**src/rtl/pit_pkg.sv**
```systemverilog
package pit_pkg;

    localparam int unsigned MCR_ADDR  = 'h000;
    localparam int unsigned CH_BASE   = 'h100;
    localparam int unsigned CH_STRIDE = 'h010;
    localparam int unsigned HALT_BIT  = 1;
    localparam int unsigned CTL_W     = 3;

    typedef struct packed {
        logic cascade;
        logic irq_en;
        logic run;
    } chan_ctl_t;

    typedef enum logic [2:0] {
        RK_NONE,
        RK_MCR,
        RK_LOAD,
        RK_COUNT,
        RK_CTRL,
        RK_FLAG
    } rd_kind_e;

    function automatic rd_kind_e word_kind(input logic [1:0] w);
        case (w)
            2'd0:    return RK_LOAD;
            2'd1:    return RK_COUNT;
            2'd2:    return RK_CTRL;
            default: return RK_FLAG;
        endcase
    endfunction

endpackage

```
**src/rtl/pit_regdec.sv**
```systemverilog
module pit_regdec
    import pit_pkg::*;
#(
    parameter int NCH    = 4,
    parameter int ADDR_W = 12,
    localparam int CH_W  = (NCH > 1) ? $clog2(NCH) : 1
) (
    input  logic [ADDR_W-1:0] addr,
    input  logic              wr_en,
    output logic              mcr_we,
    output logic [NCH-1:0]    ld_we,
    output logic [NCH-1:0]    ctl_we,
    output logic [NCH-1:0]    flg_we,
    output rd_kind_e          rd_kind,
    output logic [CH_W-1:0]   rd_ch
);
    localparam logic [ADDR_W-1:0] BASE = ADDR_W'(CH_BASE);
    localparam logic [ADDR_W-1:0] SPAN = ADDR_W'(CH_STRIDE * NCH);
    localparam logic [ADDR_W-1:0] MCR  = ADDR_W'(MCR_ADDR);

    logic [ADDR_W-1:0] rel;
    logic              aligned;

    always_comb begin
        rel     = addr - BASE;
        aligned = (addr[1:0] == 2'b00);
        rd_ch   = rel[CH_W+3:4];
        if (aligned && addr == MCR)
            rd_kind = RK_MCR;
        else if (aligned && rel < SPAN)
            rd_kind = word_kind(rel[3:2]);
        else
            rd_kind = RK_NONE;

        mcr_we = wr_en && (rd_kind == RK_MCR);
        for (int i = 0; i < NCH; i++) begin
            ld_we[i]  = wr_en && (rd_ch == CH_W'(i)) && (rd_kind == RK_LOAD);
            ctl_we[i] = wr_en && (rd_ch == CH_W'(i)) && (rd_kind == RK_CTRL);
            flg_we[i] = wr_en && (rd_ch == CH_W'(i)) && (rd_kind == RK_FLAG);
        end
    end
endmodule

```
**src/rtl/pit_chan.sv**
```systemverilog
module pit_chan
    import pit_pkg::*;
#(
    parameter int DW       = 32,
    parameter bit CASC_OK  = 1'b1
) (
    input  logic          clk,
    input  logic          rst,
    input  logic          halt,
    input  logic          ld_we,
    input  logic          ctl_we,
    input  logic          flg_we,
    input  logic [DW-1:0] wdata,
    input  logic          below_exp,
    output logic [DW-1:0] ldval,
    output logic [DW-1:0] cnt,
    output chan_ctl_t     ctl,
    output logic          flag,
    output logic          armed,
    output logic          expire,
    output logic          irq
);
    logic step;

    always_comb begin
        step   = (CASC_OK && ctl.cascade) ? below_exp : 1'b1;
        expire = !halt && ctl.run && armed && step && (cnt == '0);
        irq    = flag && ctl.irq_en;
    end

    always_ff @(posedge clk) begin
        if (rst) begin
            ldval <= '0;
            ctl   <= '0;
            flag  <= 1'b0;
            armed <= 1'b0;
        end else begin
            if (ld_we)
                ldval <= wdata;
            if (ctl_we)
                ctl <= chan_ctl_t'(wdata[CTL_W-1:0]);
            if (expire)
                flag <= 1'b1;
            else if (flg_we && wdata[0])
                flag <= 1'b0;
            if (!halt)
                armed <= ctl.run;
        end
    end

    // live count is deliberately left out of reset
    always_ff @(posedge clk) begin
        if (!rst && !halt && ctl.run) begin
            if (!armed)
                cnt <= ldval;
            else if (step)
                cnt <= (cnt == '0) ? ldval : cnt - 1'b1;
        end
    end
endmodule

```
**src/rtl/pit_timer_array.sv**
```systemverilog
module pit_timer_array
    import pit_pkg::*;
#(
    parameter int NCH    = 4,
    parameter int ADDR_W = 12,
    parameter int DW     = 32
) (
    input  logic              clk,
    input  logic              rst,
    input  logic              wr_en,
    input  logic [ADDR_W-1:0] addr,
    input  logic [DW-1:0]     wdata,
    output logic [DW-1:0]     rdata,
    output logic [NCH-1:0]    irq
);
    localparam int CH_W = (NCH > 1) ? $clog2(NCH) : 1;

    logic                  mcr_we;
    logic [NCH-1:0]        ld_we, ctl_we, flg_we;
    rd_kind_e              rd_kind;
    logic [CH_W-1:0]       rd_ch;
    logic                  mcr_halt;

    logic [NCH-1:0][DW-1:0] ld_v;
    logic [NCH-1:0][DW-1:0] cnt_v;
    chan_ctl_t [NCH-1:0]    ctl_v;
    logic [NCH-1:0]         flag_v, armed_v, exp_v, chain_v, run_v;

    pit_regdec #(.NCH(NCH), .ADDR_W(ADDR_W)) u_dec (
        .addr(addr), .wr_en(wr_en), .mcr_we(mcr_we),
        .ld_we(ld_we), .ctl_we(ctl_we), .flg_we(flg_we),
        .rd_kind(rd_kind), .rd_ch(rd_ch)
    );

    always_ff @(posedge clk) begin
        if (rst)
            mcr_halt <= 1'b1;
        else if (mcr_we)
            mcr_halt <= wdata[HALT_BIT];
    end

    for (genvar g = 0; g < NCH; g++) begin : g_ch
        logic below;
        if (g == 0) begin : g_first
            assign below = 1'b0;
        end else begin : g_upper
            assign below = exp_v[g-1];
        end

        pit_chan #(.DW(DW), .CASC_OK(g != 0)) u_chan (
            .clk(clk), .rst(rst), .halt(mcr_halt),
            .ld_we(ld_we[g]), .ctl_we(ctl_we[g]), .flg_we(flg_we[g]),
            .wdata(wdata), .below_exp(below),
            .ldval(ld_v[g]), .cnt(cnt_v[g]), .ctl(ctl_v[g]),
            .flag(flag_v[g]), .armed(armed_v[g]), .expire(exp_v[g]),
            .irq(irq[g])
        );

        assign chain_v[g] = ctl_v[g].cascade;
        assign run_v[g]   = ctl_v[g].run;
    end

    always_comb begin
        unique case (rd_kind)
            RK_MCR:   rdata = DW'({mcr_halt, 1'b0});
            RK_LOAD:  rdata = ld_v[rd_ch];
            RK_COUNT: rdata = cnt_v[rd_ch];
            RK_CTRL:  rdata = DW'(ctl_v[rd_ch]);
            RK_FLAG:  rdata = DW'(flag_v[rd_ch]);
            default:  rdata = '0;
        endcase
    end
endmodule

```
**config.mk**
```make
export PLATFORM = sky130hd
export DESIGN_NAME = pit_timer_array
export DESIGN_NICKNAME = d
export VERILOG_FILES = /design/src/rtl/pit_pkg.sv /design/src/rtl/pit_regdec.sv /design/src/rtl/pit_chan.sv /design/src/rtl/pit_timer_array.sv
export SDC_FILE = /design/constraint.sdc
export NUM_CORES = 1
export LEC_CHECK = 0
export ABC_AREA = 1
export BUFFER_PORTS_ARGS = -buffer_cell sky130_fd_sc_hd__clkbuf_2
export CORE_MARGIN = 4
export CORE_UTILIZATION = 30
export DETAILED_ROUTE_END_ITERATION = 6
export PLACE_DENSITY = 0.5
export SYNTH_ARGS = -nofsm -noshare
export SYNTH_HDL_FRONTEND = slang
export SYNTH_SLANG_ARGS = --single-unit
```
**constraint.sdc**
```tcl
create_clock -name clk -period 2.95 [get_ports clk]
set_input_delay 0.295 -clock clk [delete_from_list [all_inputs] [get_ports clk]]
set_output_delay 0.295 -clock clk [all_outputs]
set_load 0.005 [all_outputs]
```
Word level (Yosys, flattened, before mapping)
Cells that the tools add are included.
- flip-flop bits (word level): 277
- bits of input ports: 47
- output and inout bits: 36
- word-level logic and storage cells: 147
- add/sub/neg operators: 5
- magnitude comparators: 2
- eq/ne operators: 13
- multiplexer cells: 34
- reduce and logical (&&, ||, !) cells: 64
- operators by type and width (kind ; count):
    $mux W32 ; 13
    $pmux W32 S5 ; 1
    $bmux W32 S2 ; 2
    $logic_not A32 Y1 ; 4
    $sub A32 B1 Y32 const B ; 4
    $logic_and A1 B1 Y1 ; 47
    $logic_not A12 Y1 ; 1
    $lt A12 B7 Y1 const B ; 1
    $mux W1 ; 12
    $sub A12 B9 Y12 const B ; 1
    $mux W3 ; 3
    $pmux W3 S3 ; 1
    $reduce_bool A2 Y1 ; 4
    $bmux W3 S2 ; 1
    $eq A2 B2 Y1 const B ; 3
    $eq A3 B2 Y1 const B ; 2
    $eq A3 B3 Y1 const B ; 2
    $logic_not A2 Y1 ; 3
    $ne A2 B2 Y1 const B ; 3
    $reduce_and A2 Y1 ; 3
    $eq A2 B1 Y1 const B ; 2
    $eq A3 B1 Y1 const B ; 1
    $lt A2 B3 Y1 const B ; 1
    $bmux W1 S2 ; 1
    $logic_not A1 Y1 ; 2

Longest topological paths before layout
Gate-level depths: netlist of run 1.
- depth in word-level cells: 14
- depth in mapped cells: 14
- depth with buffers taken out: 14

Cells and area by module
Synthesis of run 1 repeated with hierarchy kept, for this count alone.
- cells, all modules: 2551
- area, all modules: 17182.7 µm²
- modules (own cells, without submodules) (module ; times used ; cells an instance ; area each (µm²) ; seq. area each (µm²)):
    pit_chan (g_ch[1].u_chan ...) ; 2 ; 482 ; 3624.7 ; 1701.6
    pit_chan (g_ch[0].u_chan) ; 1 ; 488 ; 3606.0 ; 1701.6
    pit_chan (g_ch[3].u_chan) ; 1 ; 478 ; 3549.7 ; 1701.6
    pit_timer_array ; 1 ; 580 ; 2572.5 ; 20.0
    pit_regdec ; 1 ; 41 ; 205.2 ; 0.0

Worst setup path after synthesis of run 1
Ideal clock, no wire load.
- path kind: flip-flop to flip-flop
- start: register g_ch[0].u_chan.cnt[0]
- end: register g_ch[3].u_chan.cnt[0] (enable)
- library setup time: 387 ps
- data arrival time: 2083 ps
- data required time: 2563 ps
- slack: 480 ps
- stages on the path, launching flop included: 15
- path buffers: 0
- period minus slack after synthesis: 2470 ps
- cells stage by stage: edfxtp_1 inv_1 ha_1 nand2_1 nor2_1 nand2_1 nor2_1 nand3_1 nand2_1 nand2_1 nand2_1 nand2_1 nand3_1 nand3_1 inv_1
- longest elaborated chain between the ends: 11
- RTL lines (element ; RTL line ; source):
    from (decl) ; pit_chan.sv:16 ; output logic [DW-1:0] cnt,
    from (signal assigned) ; pit_chan.sv:55 ; cnt <= ldval;
    from (signal assigned) ; pit_chan.sv:57 ; cnt <= (cnt == '0) ? ldval : cnt - 1'b1;
    $logic_not A32 Y1 ; pit_chan.sv:27 ; expire = !halt && ctl.run && armed && step && (cnt == '0);
    $logic_and A1 B1 Y1 ; pit_chan.sv:27 ;
    $mux W1 ; pit_chan.sv:26 ; step = (CASC_OK && ctl.cascade) ? below_exp : 1'b1;
    $logic_and A1 B1 Y1 (2 in series) ; pit_chan.sv:27 ;
    $mux W1 ; pit_chan.sv:26 ;
    $logic_and A1 B1 Y1 (2 in series) ; pit_chan.sv:27 ;
    $mux W1 ; pit_chan.sv:26 ;
    $ne A2 B2 Y1 (no line) ; -- ;
    $reduce_and A2 Y1 (no line) ; -- ;
    to (signal assigned) ; pit_chan.sv:55 ;
    to (signal assigned) ; pit_chan.sv:57 ;
    to (decl) ; pit_chan.sv:16 ;
No other way between the ends.
A chain may end at the register's enable or synchronous reset.

Final worst setup path of run 1
- start: register g_ch[1].u_chan.cnt[17]
- end: register g_ch[3].u_chan.cnt[9] (enable)
- longest elaborated chain between the ends: 8
- RTL lines (element ; RTL line):
    from (decl) ; pit_chan.sv:16
    from (signal assigned) ; pit_chan.sv:55
    from (signal assigned) ; pit_chan.sv:57
    $logic_not A32 Y1 ; pit_chan.sv:27
    $logic_and A1 B1 Y1 ; pit_chan.sv:27
    $mux W1 ; pit_chan.sv:26
    $logic_and A1 B1 Y1 (2 in series) ; pit_chan.sv:27
    $mux W1 ; pit_chan.sv:26
    $ne A2 B2 Y1 (no line) ; --
    $reduce_and A2 Y1 (no line) ; --
No other way between the ends.

==> flow_metrics.py, run 1 <==
metrics = {
    "power": {
        "p_leak_nw": 6.46,
        "internal-power_mw": 6.66,
        "switching_share_pct": 23.3,
        "peakVddDrop_v": 0.000358,
        "switching_power_mw": 2.02,
        "power_mw": 8.68,
        "p_per_area_mw_per_mm2": 489,
        "pwr-share-comb_pct": 3.7,
        "p_seq_share_pct": 45.9,
        "p_clk_share_pct": 50.4,
    },
    "floorplan": {
        "io_pins": 83,
        "die_area_mm2": 0.0549,
        "core.rowCount": 82,
        "start_util_pct": 30.5,
        "die_h_um": 234,
        "core_area_mm2": 0.0504,
        "die_w_um": 234,
    },
    "setup_path": {
        "critical_path_class": "reg -> reg",
        "worst_ep_required_time_ns": 3.20,
        "cp-start-kind": "flip-flop",
        "crit_path_max_fanout": 25,
        "endpoint_kind": "flip-flop",
        "arrival_ns": 2.97,
    },
    "drt": {
        "viasPerCell": 5.27,
        "route.antenna.remaining_nets": 0,
        "routedWlPerCell_um": 22.9,
        "drt-initial-drc-count": 1506,
        "first_pass_iters": 5,
        "num_vias": 14400,
        "drc": 0,
        "drt_wl_total_um": 62700,
    },
    "sta": {
        "finalSetupTns_ns": 0,
        "rsz0062_at_grt": "false",
        "setup_violations": 0,
        "finalMaxSlewViolations": 0,
        "clock_skew_ns": 0.0217,
        "fin_crit_ns": 2.73,
        "relSlewSlack_pct": 51.2,
        "holdWs_ns": 0.0705,
        "finalHoldViolations": 0,
        "fin_crit_sh_pct": 92.5,
        "fmax_mhz": 367,
        "worst_slew_pin_slew_ns": 0.732,
    },
    "cells_and_area": {
        "final_cell_mix": "inv_1 (292), nand2_1 (265), o21ai_0 (258)",
        "layout.nets": 2090,
        "fill_cells": 5399,
        "drive_above_1_share_pct": 11.3,
        "synthToLayoutAreaGrowth_pct": 15.6,
        "final_common_cell": "inv_1",
        "register_area_mm2": 0.00683,
        "multiInputGateArea_mm2": 0.00697,
        "finalNonFillerCells": 2734,
    },
    "clock_network": {
        "cts_tree": "done",
        "clock-root-buffer": "clkbuf_16",
        "clkLatencyLatePin_ns": 0.56,
        "cts-buffers-inserted": 35,
        "path_clk_slew_ns": 0.06,
        "cts.sinks": 277,
        "htreeDepth": 2,
        "clk_path_buf_depth": 3,
    },
    "synth": {
        "synth_edf_count": 128,
        "ys_dominant_reg_cell": "dfxtp_1",
        "synth.distinct_cells": 44,
        "ys_warn_count": 0,
        "async_flop_share_pct": 0,
        "synth_seq_cells": 277,
        "synth_cells": 1978,
        "syn_area_mm2": 0.0154,
        "synth.avg_cell_area_um2": 7.77,
        "ys_seq_area_share_pct": 44.4,
        "synth_fp_nets": 2033,
    },
    "placement": {
        "gp_congestion": 0.956,
        "hpwl_um": 46100,
        "io_buffers": 82,
        "placedCellCount": 2668,
    },
    "global_routing": {
        "grt_pass1_wl_um": 91300,
        "grt_pass1_vias": 13500,
        "antenna_found_initial": 2,
        "grt_use_total_pct": 22.5,
        "grt-ovfl-total": 0,
        "grt_start_max_net_pins": 77,
    },
    "hold_path": {
        "hp-class": "in -> reg",
    },
    "outcome": {
        "status": "finished, final reports clean",
    },
    "job": {
        "drv_cap": 0,
    },
}
## through the flow
step / setup slack (ns) / cell area [µm²] / utilization, %
finish: 0.222 / 17800 / 35.3
global route: 0.0446 / 17800 / 35.3
CTS: 0.117 / 17700 / 35.2
detailed placement: 0.124 / 16600 / 32.9
global placement: 0.154 / 16600 / 32.9
floorplan: 0.480 / 15400 / -
## critical path: stages, from the launching register on
cell and delay [ns]:
edfxtp_1 0.44, nor2_1 0.22, nand2_1 0.08, nor2_1 0.33, nand2_1 0.24, nor3_1 0.32
nand2_1 0.13, nand2_1 0.10, nand2_1 0.09, nand3_1 0.08, nand3_1 0.06, inv_1 0.12
buf_12 0.19
## cell families (layout without fill, tap and decap cells)
family,Yosys count,in the layout,share of synthesized area (%)
AO/OA/AOI/OAI,616,616,22.7
AND/OR/NAND/NOR,580,580,16.4
buffers and inverters,402,484,10.4
flip-flops,277,277,44.4
XOR/XNOR,95,95,5.42
adder cells (fa/ha/maj),8,8,0.652
other,0,2,0
## registers in the layout (all words and copies together), names as in the netlist
signal / flops
g_ch.u_chan.armed: 4
g_ch.u_chan.cnt: 128
g_ch.u_chan.ctl: 12
g_ch.u_chan.flag: 4
g_ch.u_chan.ldval: 128
mcr_halt: 1
## layer usage
layer	wire, µm	up-vias	track usage [%]
li1	-	6838	-
met1	28200	6897	31.6
met2	26900	579	34.2
met3	4940	98	4.43
met4	2620	0	8.61
met5	0	-	0
## path summary, 6_finish.rpt
check / endpoint / start / slack [ns] / depth (start not counted)
worst min-delay path: g_ch[0].u_chan.ldval[7] / wdata[7] / 0.07 / 3
worst max register to register: g_ch[3].u_chan.cnt[9] / g_ch[1].u_chan.cnt[17] / 0.22 / 12
worst min register to register: g_ch[1].u_chan.ldval[5] / g_ch[1].u_chan.ldval[5] / 0.46 / 2
worst max-delay path: g_ch[3].u_chan.cnt[9] / g_ch[1].u_chan.cnt[17] / 0.22 / 12
## layout make-up
type                       instances  share of cell area [%]
multi-input combinational       1299                    39.3
sequential                       277                    38.4
inverter                         301                    6.40
clock buffer                      51                    5.97
tap                              672                    4.73
timing repair buffer             121                    4.66
clock inverter                    11                   0.521
antenna                            2                  0.0282
## timing repair
item | 4_1_cts | 5_1_grt
resized for setup | 0 | 1
buffers inserted | 0 | 2
hold buffers | 0 | 0
endpoints found under the setup margin | 0 | 3
## power by group through the flow
stage / clock, mW / combinational, mW / sequential (mW)
after floorplan: 0 / 0.152 / 4.07
after global placement: 0 / 0.316 / 4.07
after detailed placement: 0 / 0.317 / 4.07
after CTS: 4.45 / 0.319 / 3.98
after global routing: 4.59 / 0.346 / 3.98
final: 4.38 / 0.325 / 3.98
## synth_stat cells, drive strengths merged, types with 3 or more instances
master | number | area (µm²)
clkbuf | 59 | 221
xnor2 | 19 | 166
o22ai | 83 | 519
a31oi | 15 | 93.8
ha | 8 | 100
buf | 42 | 240
a221oi | 50 | 438
inv | 301 | 1130
o21ai | 276 | 1400
nor3 | 34 | 196
xor2 | 76 | 666
nor4 | 9 | 56.3
a21oi | 166 | 831
nand2 | 278 | 1070
dfxtp | 149 | 2980
nand3b | 3 | 22.5
nor2 | 185 | 777
nand3 | 55 | 285
nand4 | 13 | 87.6
o221ai | 8 | 70.1
edfxtp | 128 | 3840
a22oi | 13 | 97.6
Note: power is estimated with default switching activity, not from simulation.
==> run 2, diff against run 1 <==
==> constraint.sdc (replaced) <==
create_clock -name clk -period 2.95 [get_ports clk]
set_input_delay 0.295 -clock clk [delete_from_list [all_inputs] [get_ports clk]]
set_output_delay 0.295 -clock clk [all_outputs]
set_load 0.1 [all_outputs]
==> flow_metrics.py, run 2 (synthesized netlist as in run 1, its figures left out) <==
metrics = {
    "sta": {
        "finalMaxSlewViolations": 0,
        "fmax_mhz": 367,
        "clock_skew_ns": 0.0210,
        "setup_violations": 0,
        "relSlewSlack_pct": 33.5,
        "finalHoldViolations": 0,
        "worst_slack_ns": 0.225,
        "rsz0062_at_grt": "false",
        "worst_slew_pin_slew_ns": 0.995,
        "holdWs_ns": 0.0894,
        "fin_crit_ns": 2.72,
        "fin_crit_sh_pct": 92.4,
    },
    "job": {
        "drv_cap": 0,
    },
    "floorplan": {
        "die_area_mm2": 0.0549,
        "core_area_mm2": 0.0504,
        "start_util_pct": 30.5,
        "die_h_um": 234,
        "core.rowCount": 82,
        "die_w_um": 234,
        "io_pins": 83,
    },
    "clock_network": {
        "clk_path_buf_depth": 3,
        "path_clk_slew_ns": 0.06,
        "cts_tree": "done",
        "cts_setup_buffers": 0,
        "cts_hold_buf": 0,
        "htreeDepth": 2,
        "cts.sinks": 277,
        "cts-buffers-inserted": 34,
        "post_cts_resized": 0,
        "clock-root-buffer": "clkbuf_16",
        "clkLatencyLatePin_ns": 0.54,
    },
    "setup_path": {
        "crit_chain": "nor2_1, nand2_1, nor2_1, nand2_1, nor4_1, nand2_1, nand3_1, nand3_1, inv_1, buf_12",
        "critical_path_class": "reg -> reg",
        "crit_family": "simple AND/OR/NAND/NOR gates",
        "cp_slowest_stage_delay_ns": 0.50,
        "crit_path_max_fanout": 32,
        "arrival_ns": 2.94,
        "cp-start-kind": "flip-flop",
        "cp_num_buf_inv": 2,
        "crit_slowest_cell": "nor4_1",
        "r2r_setup_slack_ns": 0.23,
        "path_common_cell": "nand2_1",
        "worst_ep_required_time_ns": 3.16,
        "endpoint_kind": "flip-flop",
    },
    "global_routing": {
        "grt-ovfl-total": 0,
        "grt_pass1_wl_um": 91600,
        "antenna_found_initial": 1,
        "grt_pass1_vias": 13700,
        "grt_use_total_pct": 22.5,
        "grt_start_max_net_pins": 134,
    },
    "cells_and_area": {
        "drive_above_1_share_pct": 11.6,
        "largestRegisters": "g_ch.u_chan.cnt x128, g_ch.u_chan.ldval x128, g_ch.u_chan.ctl x12",
        "layout.nets": 2088,
        "final_common_cell": "inv_1",
        "finalInstanceArea_mm2": 0.0182,
        "final_cell_mix": "inv_1 (293), nand2_1 (265), o21ai_0 (258)",
        "synthToLayoutAreaGrowth_pct": 18.6,
        "fin_util_pct": 36.2,
    },
    "drt": {
        "met1Wirelength_um": 28200,
        "maxUsedRoutingLayer": "met4",
        "route.antenna.remaining_nets": 0,
        "drt_wl_total_um": 62600,
        "route.met3.wl_um": 4760,
        "drc": 0,
        "routedWlPerCell_um": 22.9,
        "num_vias": 14400,
        "viasPerCell": 5.27,
        "drt-initial-drc-count": 1478,
        "wl_met2_um": 26800,
        "first_pass_iters": 5,
    },
    "outcome": {
        "status": "finished, final reports clean",
    },
    "placement": {
        "io_buffers": 82,
        "place_ws_ns": 0.224,
        "place_area_mm2": 0.0172,
        "gp_congestion": 0.965,
        "hpwl_um": 45900,
    },
    "power": {
        "peakVddDrop_v": 0.000287,
        "pwr-share-comb_pct": 3.9,
        "power_mw": 8.46,
        "p_per_area_mw_per_mm2": 464,
        "switching_power_mw": 1.99,
        "p_clk_share_pct": 49.0,
        "internal-power_mw": 6.47,
        "p_seq_share_pct": 47.0,
        "switching_share_pct": 23.5,
        "p_leak_nw": 6.53,
    },
    "hold_path": {
        "hp-class": "in -> reg",
    },
}
-- run 2: cell count changes in the layout (fill, tap and decap cells not counted), sizes merged --
cell / previous run / this run
inv: 300 / 303
clkinvlp: 2 / 0
clkbuf: 133 / 97
buf: 39 / 70
diode: 2 / 1
clkinv: 9 / 11
-- run 2: final timing paths --
kind | from | to | depth (start not counted)
worst max-delay path | g_ch[2].u_chan.cnt[22] | g_ch[3].u_chan.cnt[8] | 10
worst min-delay path | wdata[5] | g_ch[0].u_chan.ldval[5] | 3
worst max register to register | g_ch[2].u_chan.cnt[22] | g_ch[3].u_chan.cnt[8] | 10
worst min register to register | g_ch[3].u_chan.ldval[1] | g_ch[3].u_chan.ldval[1] | 2
-- run 2: worst min-delay path, cell delays in order --
cell	delay [ns]
clkbuf_2	0.11
o21ai_0	0.08
a21oi_1	0.10
-- run 2: layer usage --
layer,up-vias,track usage (%)
met4,0,9.30
met2,663,34.1
met5,-,0
met1,6783,32.1
li1,6844,-
met3,116,3.16
-- run 2: stage by stage --
stage                     setup TNS (ns)  cells
after floorplan                    -1.63   1978
after global placement                 0   2669
after detailed placement               0   2669
after CTS                              0   2730
after global routing                   0   2731
final                                  0   2731
-- run 2: layout make-up --
type                       instances  area [µm²]
clock buffer                      47         973
sequential                       277        6830
timing repair buffer             120        1310
tap                              672         841
multi-input combinational       1299        7040
inverter                         301        1130
fill                            5287       32200
antenna                            1        2.50
clock inverter                    14        96.3
-- run 2: power by group through the flow --
stage               Clock (mW)  Sequential (mW)  Combinational, mW
CTS                       4.21             3.98              0.324
finish                    4.15             3.98              0.331
floorplan                    0             4.07              0.155
global route              4.38             3.98              0.350
global placement             0             4.07              0.324
detailed placement           0             4.07              0.322
==> run 3, diff against run 2 <==
--- a/config.mk
+++ b/config.mk
@@ -6,11 +6,11 @@
 export NUM_CORES = 1
 export LEC_CHECK = 0
 export ABC_AREA = 1
-export BUFFER_PORTS_ARGS = -buffer_cell sky130_fd_sc_hd__clkbuf_2
 export CORE_MARGIN = 4
 export CORE_UTILIZATION = 30
 export DETAILED_ROUTE_END_ITERATION = 6
-export PLACE_DENSITY = 0.5
+export DONT_BUFFER_PORTS = 1
+export PLACE_DENSITY = 0.49
 export SYNTH_ARGS = -nofsm -noshare
 export SYNTH_HDL_FRONTEND = slang
 export SYNTH_SLANG_ARGS = --single-unit
==> flow_metrics.py, run 3 (synthesized netlist as in run 1, its figures left out) <==
metrics = {
    "outcome": {
        "status": "finished, final reports clean",
    },
    "cells_and_area": {
        "finalNonFillerCells": 2727,
        "largestRegisters": "g_ch.u_chan.cnt x128, g_ch.u_chan.ldval x128, g_ch.u_chan.ctl x12",
        "drive_above_1_share_pct": 10.9,
        "synthToLayoutAreaGrowth_pct": 20.9,
        "final_common_cell": "inv_1",
        "final_cell_mix": "inv_1 (293), nand2_1 (264), o21ai_0 (255)",
        "layout.nets": 2082,
        "fin_util_pct": 36.9,
        "finalInstanceArea_mm2": 0.0186,
    },
    "power": {
        "switching_power_mw": 2.02,
        "pwr-share-comb_pct": 3.9,
        "switching_share_pct": 23.2,
        "p_leak_nw": 6.56,
        "internal-power_mw": 6.68,
        "p_seq_share_pct": 45.7,
        "p_clk_share_pct": 50.4,
        "power_mw": 8.71,
        "p_per_area_mw_per_mm2": 469,
        "peakVddDrop_v": 0.000317,
    },
    "placement": {
        "io_buffers": 0,
        "place_area_mm2": 0.0171,
        "hpwl_um": 48600,
        "placedCellCount": 2629,
        "gp_congestion": 0.978,
        "place_ws_ns": 0.264,
    },
    "sta": {
        "finalHoldViolations": 0,
        "fin_crit_ns": 2.77,
        "fmax_mhz": 361,
        "finalMaxSlewViolations": 0,
        "rsz0062_at_grt": "false",
        "fin_crit_sh_pct": 93.8,
        "worst_slack_ns": 0.183,
        "relSlewSlack_pct": 42.9,
        "clock_skew_ns": 0.0158,
        "setup_violations": 0,
        "worst_slew_pin_slew_ns": 0.856,
    },
    "clock_network": {
        "cts_setup_buffers": 0,
        "clock-root-buffer": "clkbuf_16",
        "clkLatencyLatePin_ns": 0.53,
        "cts-buffers-inserted": 34,
        "path_clk_slew_ns": 0.06,
        "cts.sinks": 277,
        "htreeDepth": 2,
        "clk_path_buf_depth": 3,
        "post_cts_resized": 0,
        "cts_hold_buf": 34,
        "cts_tree": "done",
    },
    "floorplan": {
        "die_w_um": 234,
        "core_area_mm2": 0.0504,
        "io_pins": 83,
        "die_area_mm2": 0.0549,
        "start_util_pct": 30.5,
        "die_h_um": 234,
        "core.rowCount": 82,
    },
    "drt": {
        "drt_wl_total_um": 65500,
        "route.antenna.remaining_nets": 0,
        "wl_met2_um": 29800,
        "viasPerCell": 5.32,
        "first_pass_iters": 6,
        "maxUsedRoutingLayer": "met5",
        "drc": 0,
        "routedWlPerCell_um": 24.0,
        "drt-initial-drc-count": 1592,
        "met1Wirelength_um": 29200,
        "num_vias": 14500,
        "route.met3.wl_um": 4170,
    },
    "global_routing": {
        "grt_pass1_vias": 14000,
        "grt_pass1_wl_um": 95500,
        "grt_use_total_pct": 23.4,
        "antenna_found_initial": 2,
        "grt_start_max_net_pins": 144,
        "grt-ovfl-total": 0,
    },
    "setup_path": {
        "worst_ep_required_time_ns": 3.16,
        "endpoint_kind": "flip-flop",
        "crit_path_max_fanout": 32,
        "arrival_ns": 2.98,
        "critical_path_class": "reg -> reg",
        "cp-start-kind": "flip-flop",
    },
    "hold_path": {
        "hp-class": "in -> reg",
    },
    "job": {
        "drv_cap": 0,
    },
}
==> run 3: cell count changes in the layout (fill, tap and decap cells not counted), moves of 3 or more <==
cell / previous run / this run
clkbuf_2: 51 / 0
dlygate4sd3_1: 0 / 34
o22ai_1: 73 / 57
o22ai_2: 10 / 26
buf_4: 27 / 39
clkbuf_8: 3 / 8
clkinv_1: 4 / 0
clkbuf_16: 36 / 39
o21ai_0: 258 / 255
o21ai_2: 1 / 4
==> run 3: power groups by stage <==
stage	clock network, mW	registers (mW)	logic (mW)
4_1_cts	4.44	3.98	0.331
5_1_grt	4.58	3.98	0.358
3_5_place_dp	0	4.07	0.260
3_3_place_gp	0	4.07	0.262
2_1_floorplan	0	4.07	0.155
6_report	4.38	3.98	0.340
==> run 3: final cells by class <==
| type | instances | area (µm²) |
|---|---|---|
| Fill cell | 5356 | 31800 |
| Multi-Input combinational cell | 1299 | 7160 |
| Sequential cell | 277 | 6830 |
| Timing Repair Buffer | 114 | 1450 |
| Inverter | 301 | 1130 |
| Clock buffer | 56 | 1120 |
| Tap cell | 672 | 841 |
| Clock inverter | 6 | 31.3 |
| Antenna cell | 2 | 5.00 |
==> run 3: metal layers <==
| layer | vias to the layer above | track usage, % |
|---|---|---|
| li1 | 6828 | - |
| met1 | 6975 | 32.5 |
| met2 | 617 | 37.5 |
| met3 | 89 | 3.35 |
| met4 | 2 | 7.84 |
| met5 | - | 0 |
==> run 3: path summary, 6_finish.rpt <==
check | start | to | slack, ns | depth (start not counted)
worst max-delay path | g_ch[1].u_chan.cnt[22] | g_ch[3].u_chan.cnt[21] | 0.18 | 12
worst min-delay path | wdata[28] | g_ch[2].u_chan.ldval[28] | 0.01 | 2
worst max register to register | g_ch[1].u_chan.cnt[22] | g_ch[3].u_chan.cnt[21] | 0.18 | 12
worst min register to register | g_ch[1].u_chan.ldval[13] | g_ch[1].u_chan.ldval[13] | 0.47 | 2
==> run 3: metrics by stage <==
step / hold WS, ns / setup TNS [ns]
floorplan: 0.425 / -1.63
global placement: 0.369 / 0
detailed placement: 0.370 / 0
CTS: 0.00228 / 0
global route: 0.00961 / 0
finish: 0.0135 / 0
==> run 3: critical path, stage by stage (launching register included) <==
cell and delay (ns):
edfxtp_1 0.47, nor2_1 0.21, nand2_1 0.11, nor2_1 0.25, nand2_1 0.19, nor3_1 0.40
nand2_1 0.15, nand2_1 0.10, nand2_1 0.08, nand3_1 0.07, nand3_1 0.07, inv_1 0.10
buf_12 0.22
